[config.mk]
export PLATFORM = sky130hd
export DESIGN_NAME = i2c_reg_slave
export DESIGN_NICKNAME = d
export VERILOG_FILES = /design/src/rtl/irs_pkg.sv /design/src/rtl/irs_sync.sv /design/src/rtl/irs_bus_events.sv /design/src/rtl/irs_framer.sv /design/src/rtl/irs_protocol.sv /design/src/rtl/i2c_reg_slave.sv
export SDC_FILE = /design/constraint.sdc
export NUM_CORES = 1
export LEC_CHECK = 0
export ABC_AREA = 1
export CORE_UTILIZATION = 45
export CTS_BUF_LIST = sky130_fd_sc_hd__clkbuf_16
export CTS_CLUSTER_SIZE = 14
export DETAILED_ROUTE_END_ITERATION = 16
export DONT_BUFFER_PORTS = 1
export PLACE_DENSITY_LB_ADDON = 0.12
export SLEW_MARGIN = 20
export SYNTH_ARGS = -nofsm -noshare
export SYNTH_HDL_FRONTEND = slang
export SYNTH_SLANG_ARGS = --single-unit
export TNS_END_PERCENT = 20
[constraint.sdc]
create_clock -name clk -period 3.2 [get_ports clk]
set_clock_uncertainty 0.1 [all_clocks]
set_input_delay 0.64 -clock clk [delete_from_list [all_inputs] [get_ports clk]]
set_output_delay 0.64 -clock clk [all_outputs]
set_load 0.03 [all_outputs]
[src/rtl/irs_pkg.sv]
package irs_pkg;

    localparam int ADDR_W = 15;
    localparam int DATA_W = 16;
    localparam int BYTE_W = 8;
    localparam int ID_W   = 7;
    localparam int SLOT_W = 4;
    localparam int HI_W   = ADDR_W - BYTE_W;

    localparam logic [SLOT_W-1:0] SLOT_LAST_BIT = SLOT_W'(BYTE_W - 1);
    localparam logic [SLOT_W-1:0] SLOT_ACK      = SLOT_W'(BYTE_W);

    typedef enum logic [3:0] {
        ST_IDLE,
        ST_DEVID,
        ST_ADDR_HI,
        ST_ADDR_LO,
        ST_WR_HI,
        ST_WR_LO,
        ST_RD_HI,
        ST_RD_LO,
        ST_WAIT
    } xfer_st_e;

    typedef struct packed {
        logic start;
        logic stop;
        logic scl_rise;
        logic scl_fall;
        logic sda;
    } bus_ev_t;

    typedef struct packed {
        logic              byte_done;
        logic              ack_rise;
        logic              frame_end;
        logic              boundary;
        logic [BYTE_W-1:0] rx_byte;
        logic              ack_bit;
    } frame_ev_t;

    function automatic logic is_tx(input xfer_st_e s);
        return (s == ST_RD_HI) || (s == ST_RD_LO);
    endfunction

    function automatic logic id_accept(input logic [BYTE_W-1:0] b,
                                       input logic [ID_W-1:0]   id,
                                       input logic              wr_only);
        return (b[BYTE_W-1:1] == id) && !(b[0] && wr_only);
    endfunction

endpackage

[src/rtl/irs_sync.sv]
module irs_sync #(
    parameter int WIDTH  = 2,
    parameter int STAGES = 2
) (
    input  logic             clk,
    input  logic             rst,
    input  logic [WIDTH-1:0] d,
    output logic [WIDTH-1:0] q
);
    for (genvar g = 0; g < WIDTH; g++) begin : g_bit
        logic [STAGES-1:0] chain;
        always_ff @(posedge clk) begin
            if (rst) chain <= '1;
            else     chain <= {chain[STAGES-2:0], d[g]};
        end
        assign q[g] = chain[STAGES-1];
    end
endmodule

[src/rtl/irs_bus_events.sv]
module irs_bus_events
    import irs_pkg::*;
(
    input  logic    clk,
    input  logic    rst,
    input  logic    scl_s,
    input  logic    sda_s,
    output bus_ev_t ev
);
    logic scl_p, sda_p;

    always_ff @(posedge clk) begin
        if (rst) begin
            scl_p <= 1'b1;
            sda_p <= 1'b1;
        end else begin
            scl_p <= scl_s;
            sda_p <= sda_s;
        end
    end

    always_comb begin
        ev.scl_rise = scl_s & ~scl_p;
        ev.scl_fall = ~scl_s & scl_p;
        ev.start    = scl_s & scl_p & sda_p & ~sda_s;
        ev.stop     = scl_s & scl_p & ~sda_p & sda_s;
        ev.sda      = sda_s;
    end
endmodule

[src/rtl/irs_framer.sv]
module irs_framer
    import irs_pkg::*;
(
    input  logic              clk,
    input  logic              rst,
    input  logic              start_ev,
    input  logic              scl_rise,
    input  logic              scl_fall,
    input  logic              sda,
    input  logic              load_tx,
    input  logic [BYTE_W-1:0] tx_byte,
    output frame_ev_t         fe,
    output logic [SLOT_W-1:0] slot,
    output logic              pre,
    output logic              tx_bit
);
    logic [SLOT_W-1:0] slot_q;
    logic              pre_q;
    logic [BYTE_W-1:0] rx_q;
    logic [BYTE_W-1:0] tx_q;

    always_ff @(posedge clk) begin
        if (rst) begin
            slot_q <= '0;
            pre_q  <= 1'b1;
            rx_q   <= '0;
            tx_q   <= '1;
        end else if (start_ev) begin
            slot_q <= '0;
            pre_q  <= 1'b1;
        end else begin
            if (scl_rise && !pre_q && slot_q < SLOT_ACK)
                rx_q <= {rx_q[BYTE_W-2:0], sda};
            if (scl_fall) begin
                if (pre_q) begin
                    pre_q <= 1'b0;
                end else if (slot_q == SLOT_ACK) begin
                    slot_q <= '0;
                end else begin
                    slot_q <= slot_q + SLOT_W'(1);
                    if (slot_q < SLOT_LAST_BIT)
                        tx_q <= {tx_q[BYTE_W-2:0], 1'b1};
                end
            end
            if (load_tx)
                tx_q <= tx_byte;
        end
    end

    always_comb begin
        fe.byte_done = scl_rise && !pre_q && (slot_q == SLOT_LAST_BIT);
        fe.ack_rise  = scl_rise && !pre_q && (slot_q == SLOT_ACK);
        fe.frame_end = scl_fall && !pre_q && (slot_q == SLOT_ACK);
        fe.boundary  = (slot_q == '0);
        fe.rx_byte   = {rx_q[BYTE_W-2:0], sda};
        fe.ack_bit   = sda;
    end

    assign slot   = slot_q;
    assign pre    = pre_q;
    assign tx_bit = tx_q[BYTE_W-1];
endmodule

[src/rtl/irs_protocol.sv]
module irs_protocol
    import irs_pkg::*;
#(
    parameter logic [ID_W-1:0] DEV_ID = 7'h34
) (
    input  logic              clk,
    input  logic              rst,
    input  logic              start_ev,
    input  logic              stop_ev,
    input  frame_ev_t         fe,
    input  logic              write_only,
    input  logic              auto_inc,
    input  logic [DATA_W-1:0] reg_rdata,
    output xfer_st_e          state,
    output logic              ack_en,
    output logic [ADDR_W-1:0] reg_addr,
    output logic [DATA_W-1:0] reg_wdata,
    output logic              reg_we,
    output logic              reg_re,
    output logic              load_tx,
    output logic [BYTE_W-1:0] tx_byte
);
    xfer_st_e          state_q, nxt_q;
    logic [ADDR_W-1:0] ptr_q;
    logic [HI_W-1:0]   addr_hi_q;
    logic [BYTE_W-1:0] wr_hi_q;
    logic [BYTE_W-1:0] rd_lo_q;
    logic              ack_q;
    logic              we_q;
    logic [DATA_W-1:0] wdata_q;
    logic              fetch_word;

    assign load_tx    = fe.frame_end && (state_q != ST_IDLE) &&
                        ((nxt_q == ST_RD_HI) || (nxt_q == ST_RD_LO));
    assign fetch_word = load_tx && (nxt_q == ST_RD_HI);
    assign tx_byte    = (nxt_q == ST_RD_HI) ? reg_rdata[DATA_W-1:BYTE_W] : rd_lo_q;

    always_ff @(posedge clk) begin
        if (rst) begin
            state_q   <= ST_IDLE;
            nxt_q     <= ST_IDLE;
            ptr_q     <= '0;
            addr_hi_q <= '0;
            wr_hi_q   <= '0;
            rd_lo_q   <= '0;
            ack_q     <= 1'b0;
            we_q      <= 1'b0;
            wdata_q   <= '0;
        end else begin
            we_q <= 1'b0;
            if (stop_ev) begin
                state_q <= ST_IDLE;
                ack_q   <= 1'b0;
            end else if (start_ev) begin
                ack_q <= 1'b0;
                if (state_q == ST_IDLE || (fe.boundary && !is_tx(state_q)))
                    state_q <= ST_DEVID;
                else
                    state_q <= ST_IDLE;
            end else if (state_q != ST_IDLE) begin
                if (fe.byte_done) begin
                    unique case (state_q)
                        ST_DEVID: begin
                            if (id_accept(fe.rx_byte, DEV_ID, write_only)) begin
                                ack_q <= 1'b1;
                                nxt_q <= fe.rx_byte[0] ? ST_RD_HI : ST_ADDR_HI;
                            end else begin
                                state_q <= ST_IDLE;
                            end
                        end
                        ST_ADDR_HI: begin
                            addr_hi_q <= fe.rx_byte[HI_W-1:0];
                            ack_q     <= 1'b1;
                            nxt_q     <= ST_ADDR_LO;
                        end
                        ST_ADDR_LO: begin
                            ptr_q <= {addr_hi_q, fe.rx_byte};
                            ack_q <= 1'b1;
                            nxt_q <= ST_WR_HI;
                        end
                        ST_WR_HI: begin
                            wr_hi_q <= fe.rx_byte;
                            ack_q   <= 1'b1;
                            nxt_q   <= ST_WR_LO;
                        end
                        ST_WR_LO: begin
                            we_q    <= 1'b1;
                            wdata_q <= {wr_hi_q, fe.rx_byte};
                            ack_q   <= 1'b1;
                            nxt_q   <= ST_WR_HI;
                        end
                        default: ;
                    endcase
                end
                if (fe.ack_rise) begin
                    if (state_q == ST_WR_LO && auto_inc)
                        ptr_q <= ptr_q + ADDR_W'(1);
                    if (state_q == ST_RD_HI)
                        nxt_q <= fe.ack_bit ? ST_WAIT : ST_RD_LO;
                    if (state_q == ST_RD_LO) begin
                        nxt_q <= fe.ack_bit ? ST_WAIT : ST_RD_HI;
                        if (auto_inc)
                            ptr_q <= ptr_q + ADDR_W'(1);
                    end
                end
                if (fe.frame_end) begin
                    state_q <= nxt_q;
                    ack_q   <= 1'b0;
                    if (fetch_word)
                        rd_lo_q <= reg_rdata[BYTE_W-1:0];
                end
            end
        end
    end

    assign state     = state_q;
    assign ack_en    = ack_q;
    assign reg_addr  = ptr_q;
    assign reg_wdata = wdata_q;
    assign reg_we    = we_q;
    assign reg_re    = fetch_word;
endmodule

[src/rtl/i2c_reg_slave.sv]
module i2c_reg_slave
    import irs_pkg::*;
#(
    parameter logic [ID_W-1:0] DEV_ID      = 7'h34,
    parameter int              SYNC_STAGES = 2
) (
    input  logic              clk,
    input  logic              rst,
    input  logic              scl_i,
    input  logic              sda_i,
    output logic              sda_drive_low,
    input  logic              write_only,
    input  logic              auto_inc,
    output logic [ADDR_W-1:0] reg_addr,
    output logic [DATA_W-1:0] reg_wdata,
    output logic              reg_we,
    output logic              reg_re,
    input  logic [DATA_W-1:0] reg_rdata
);
    logic [1:0]        lines_s;
    bus_ev_t           bus_ev;
    frame_ev_t         fe;
    logic [SLOT_W-1:0] slot;
    logic              pre;
    logic              tx_bit;
    logic              load_tx;
    logic [BYTE_W-1:0] tx_byte;
    logic              ack_en;
    xfer_st_e          st;
    logic              stop_ev;
    logic              drive_q;

    irs_sync #(.WIDTH(2), .STAGES(SYNC_STAGES)) u_sync (
        .clk(clk), .rst(rst), .d({scl_i, sda_i}), .q(lines_s)
    );

    irs_bus_events u_events (
        .clk(clk), .rst(rst), .scl_s(lines_s[1]), .sda_s(lines_s[0]), .ev(bus_ev)
    );

    irs_framer u_framer (
        .clk(clk), .rst(rst),
        .start_ev(bus_ev.start), .scl_rise(bus_ev.scl_rise),
        .scl_fall(bus_ev.scl_fall), .sda(bus_ev.sda),
        .load_tx(load_tx), .tx_byte(tx_byte),
        .fe(fe), .slot(slot), .pre(pre), .tx_bit(tx_bit)
    );

    irs_protocol #(.DEV_ID(DEV_ID)) u_proto (
        .clk(clk), .rst(rst),
        .start_ev(bus_ev.start), .stop_ev(bus_ev.stop), .fe(fe),
        .write_only(write_only), .auto_inc(auto_inc), .reg_rdata(reg_rdata),
        .state(st), .ack_en(ack_en), .reg_addr(reg_addr), .reg_wdata(reg_wdata),
        .reg_we(reg_we), .reg_re(reg_re), .load_tx(load_tx), .tx_byte(tx_byte)
    );

    assign stop_ev = bus_ev.stop;

    always_ff @(posedge clk) begin
        if (rst)
            drive_q <= 1'b0;
        else
            drive_q <= !pre && (((slot == SLOT_ACK) && ack_en) ||
                                (is_tx(st) && (slot < SLOT_ACK) && !tx_bit));
    end

    assign sda_drive_low = drive_q;
endmodule

==> impl_metrics.py <==
metrics = {
    "pwr": {
        "combPwrFrac_pct": 5.2,
        "powerDensity_mw_per_mm2": 499,
        "power_frac_clock_pct": 43.9,
        "total_power_mw": 2.34,
        "p_int_mw": 1.74,
        "leakagePower_nw": 1.90,
        "seq_power_share_pct": 50.9,
        "p_switching_mw": 0.604,
        "irDropWorstVdd_mv": 0.324,
        "swShare_pct": 25.8,
    },
    "floorplanning": {
        "die_w_um": 99.9,
        "core_area_mm2": 0.00928,
        "io_pins": 56,
        "die_y_um": 99.9,
        "die_area_mm2": 0.00998,
        "rows": 35,
        "initial_core_util_pct": 46.5,
    },
    "timing": {
        "rsz0062_at_grt": "false",
        "setup_violations": 0,
        "fmax_ghz": 0.363,
        "holdWs_ns": 0.273,
        "hold_viol": 0,
        "fin_tns_setup_ns": 0,
        "max-slew-margin-rel_pct": 36.8,
        "drv_slew": 0,
        "fin_ws_ns": 0.443,
        "tightest_slew_ns": 0.945,
        "min_period_over_period_pct": 86.1,
        "period_needed_ns": 2.76,
    },
    "clocking": {
        "clock-sinks": 91,
        "cts_tree": "done",
        "ctsLongestPathBuffers": 2,
        "path_clk_slew_ns": 0.07,
        "numCtsBuffers": 9,
        "holdBufCountCts": 0,
        "cts_setup_buffers": 0,
        "cts_resized": 0,
        "htree_levels": 3,
        "clk_latency_ns": 0.34,
        "cts.root.buffer_cell": "clkbuf_16",
    },
    "final_layout": {
        "mostFrequentLayoutCells": "126 x nand2_1, 91 x dfxtp_1, 90 x inv_1",
        "multi_input_area_mm2": 0.00203,
        "area_delta_synth_final_pct": 8.96,
        "fill_cells": 966,
        "design_area_mm2": 0.00470,
        "antennaDiodeCount": 0,
        "layout.cells.non_filler": 748,
        "drive_gt1_share_pct": 7.27,
        "nets": 639,
        "fin_util_pct": 50.6,
        "layout_commonest_cell": "nand2_1",
        "regArea_mm2": 0.00182,
    },
    "setup_path": {
        "worstPathRequired_ns": 2.46,
        "end_kind": "primary output",
        "crit_type": "reg2out",
        "worstPathArrival_ns": 2.02,
        "critical_path_peak_fanout": 17,
        "start_kind": "register",
    },
    "drt": {
        "drt_iter0_drc": 141,
        "drtAntennaViolNets": 0,
        "viasPerCell": 5.12,
        "vias": 3833,
        "wl_per_cell_um": 13.5,
        "routed_wl_um": 10100,
        "dr.pass1.iters": 5,
        "drc": 0,
    },
    "synthesis": {
        "syn_area_per_cell_um2": 6.95,
        "netlist_top_cells_area": "dfxtp_1 42%, nand2_1 11%, o21ai_0 8.0%",
        "synth_seq_cells": 91,
        "ys_types": 38,
        "yosys_warnings": 0,
        "synth-seq-area-share_pct": 42.2,
        "synth_area_mm2": 0.00431,
        "syn_inst": 621,
        "synth_top_area_share_pct": 42.2,
        "syn-num-nets": 646,
        "netlist.top_cell.by_area": "dfxtp_1",
    },
    "placed_design": {
        "place_ws_ns": 0.789,
        "dp.cells": 732,
        "io_buffers": 0,
        "gp_congestion": 0.914,
        "place_hpwl_um": 7090,
        "placed_area_mm2": 0.00440,
    },
    "run_status": {
        "status": "finished, final reports clean",
    },
    "job": {
        "cap_violations": 0,
    },
    "global_routing": {
        "overflow": 0,
        "grt_pass1_wl_um": 17200,
        "grt_pass1_vias": 3609,
        "antenna_found_initial": 0,
        "grt_usage_pct": 21.5,
        "grt_max_degree": 45,
    },
    "min_path": {
        "hp-class": "in2reg",
    },
}
metal layers:
layer,routed length [um],vias up,track usage (%)
met4,150,0,6.22
li1,-,2000,-
met5,0,-,0
met1,4690,1736,27.3
met2,4860,83,36.7
met3,395,14,4.60
cell families after synthesis:
family	count (synthesis)	synth area share, %
buffers and inverters	116	10.7
adder cells (fa/ha/maj)	3	0.870
XOR/XNOR	3	0.609
flip-flops	91	42.2
AND/OR/NAND/NOR	252	26.4
AO/OA/AOI/OAI	156	19.2
cell type report:
type	count	area share, %
Sequential cell	91	38.8
Timing Repair Buffer	2	0.586
Clock inverter	7	1.49
Multi-Input combinational cell	414	43.2
Inverter	96	7.72
Tap cell	129	3.43
Clock buffer	9	4.79
power by group through the flow:
stage          clock network, mW  registers (mW)  logic [mW]
3_3_place_gp                   0            1.22       0.119
4_1_cts                     1.06            1.19       0.122
6_report                    1.03            1.19       0.122
5_1_grt                     1.11            1.19       0.141
3_5_place_dp                   0            1.22       0.121
2_1_floorplan                  0            1.21      0.0996
sequential cells by signal, indices dropped and copies added (netlist names), 4 cells and up:
| signal | flops |
|---|---|
| u_proto.reg_wdata | 16 |
| u_framer.rx_q | 7 |
| u_proto.reg_addr | 15 |
| u_proto.rd_lo_q | 8 |
| u_framer.slot | 4 |
| u_sync.g_bit.chain | 4 |
| u_framer.tx_q | 8 |
| u_proto.addr_hi_q | 7 |
| u_proto.state | 4 |
| u_proto.wr_hi_q | 8 |
| u_proto.nxt_q | 4 |
worst paths after layout:
kind / cells past startpoint / start / slack (ns) / endpoint
worst min register to register: 1 / u_sync.g_bit[0].chain[0] / 0.31 / u_sync.g_bit[0].chain[1]
worst max register to register: 6 / u_framer.slot[1] / 0.80 / u_proto.reg_wdata[13]
worst max-delay path: 8 / u_framer.slot[0] / 0.44 / reg_re
worst min-delay path: 1 / rst / 0.27 / u_proto.nxt_q[1]
cells in the mapped netlist:
| master | instances |
|---|---|
| o22ai_1 | 3 |
| dfxtp_1 | 91 |
| buf_2 | 9 |
| nand3b_4 | 1 |
| o21ai_0 | 69 |
| nor3_2 | 1 |
| a21oi_1 | 65 |
| or2_2 | 4 |
| nor2_1 | 51 |
| xor2_1 | 3 |
| o32a_1 | 1 |
| o32ai_1 | 1 |
| o21ai_2 | 1 |
| nand3_2 | 3 |
| a21oi_2 | 1 |
| inv_4 | 1 |
| nand2_2 | 4 |
| nand3b_1 | 1 |
| nand2_1 | 126 |
| buf_4 | 1 |
| a31oi_1 | 2 |
| nand3_1 | 40 |
| nand4_1 | 4 |
| a211oi_1 | 3 |
| buf_6 | 1 |
| nand2_4 | 1 |
| inv_1 | 90 |
| inv_2 | 5 |
| nand4_4 | 1 |
| nor2_2 | 1 |
| nor3_1 | 12 |
| clkbuf_1 | 9 |
| o21ai_1 | 6 |
| ha_1 | 3 |
| nor2_4 | 1 |
| o211ai_1 | 3 |
| a21oi_4 | 1 |
| nor2_8 | 1 |
critical path, cell delays in order (launching register included):
cell	delay [ns]
dfxtp_1	0.33
inv_1	0.08
ha_1	0.18
nand3_2	0.17
nor2_8	0.19
nand4_4	0.18
inv_4	0.16
nand2_4	0.13
inv_1	0.24
(Power assumes the default switching activity.)
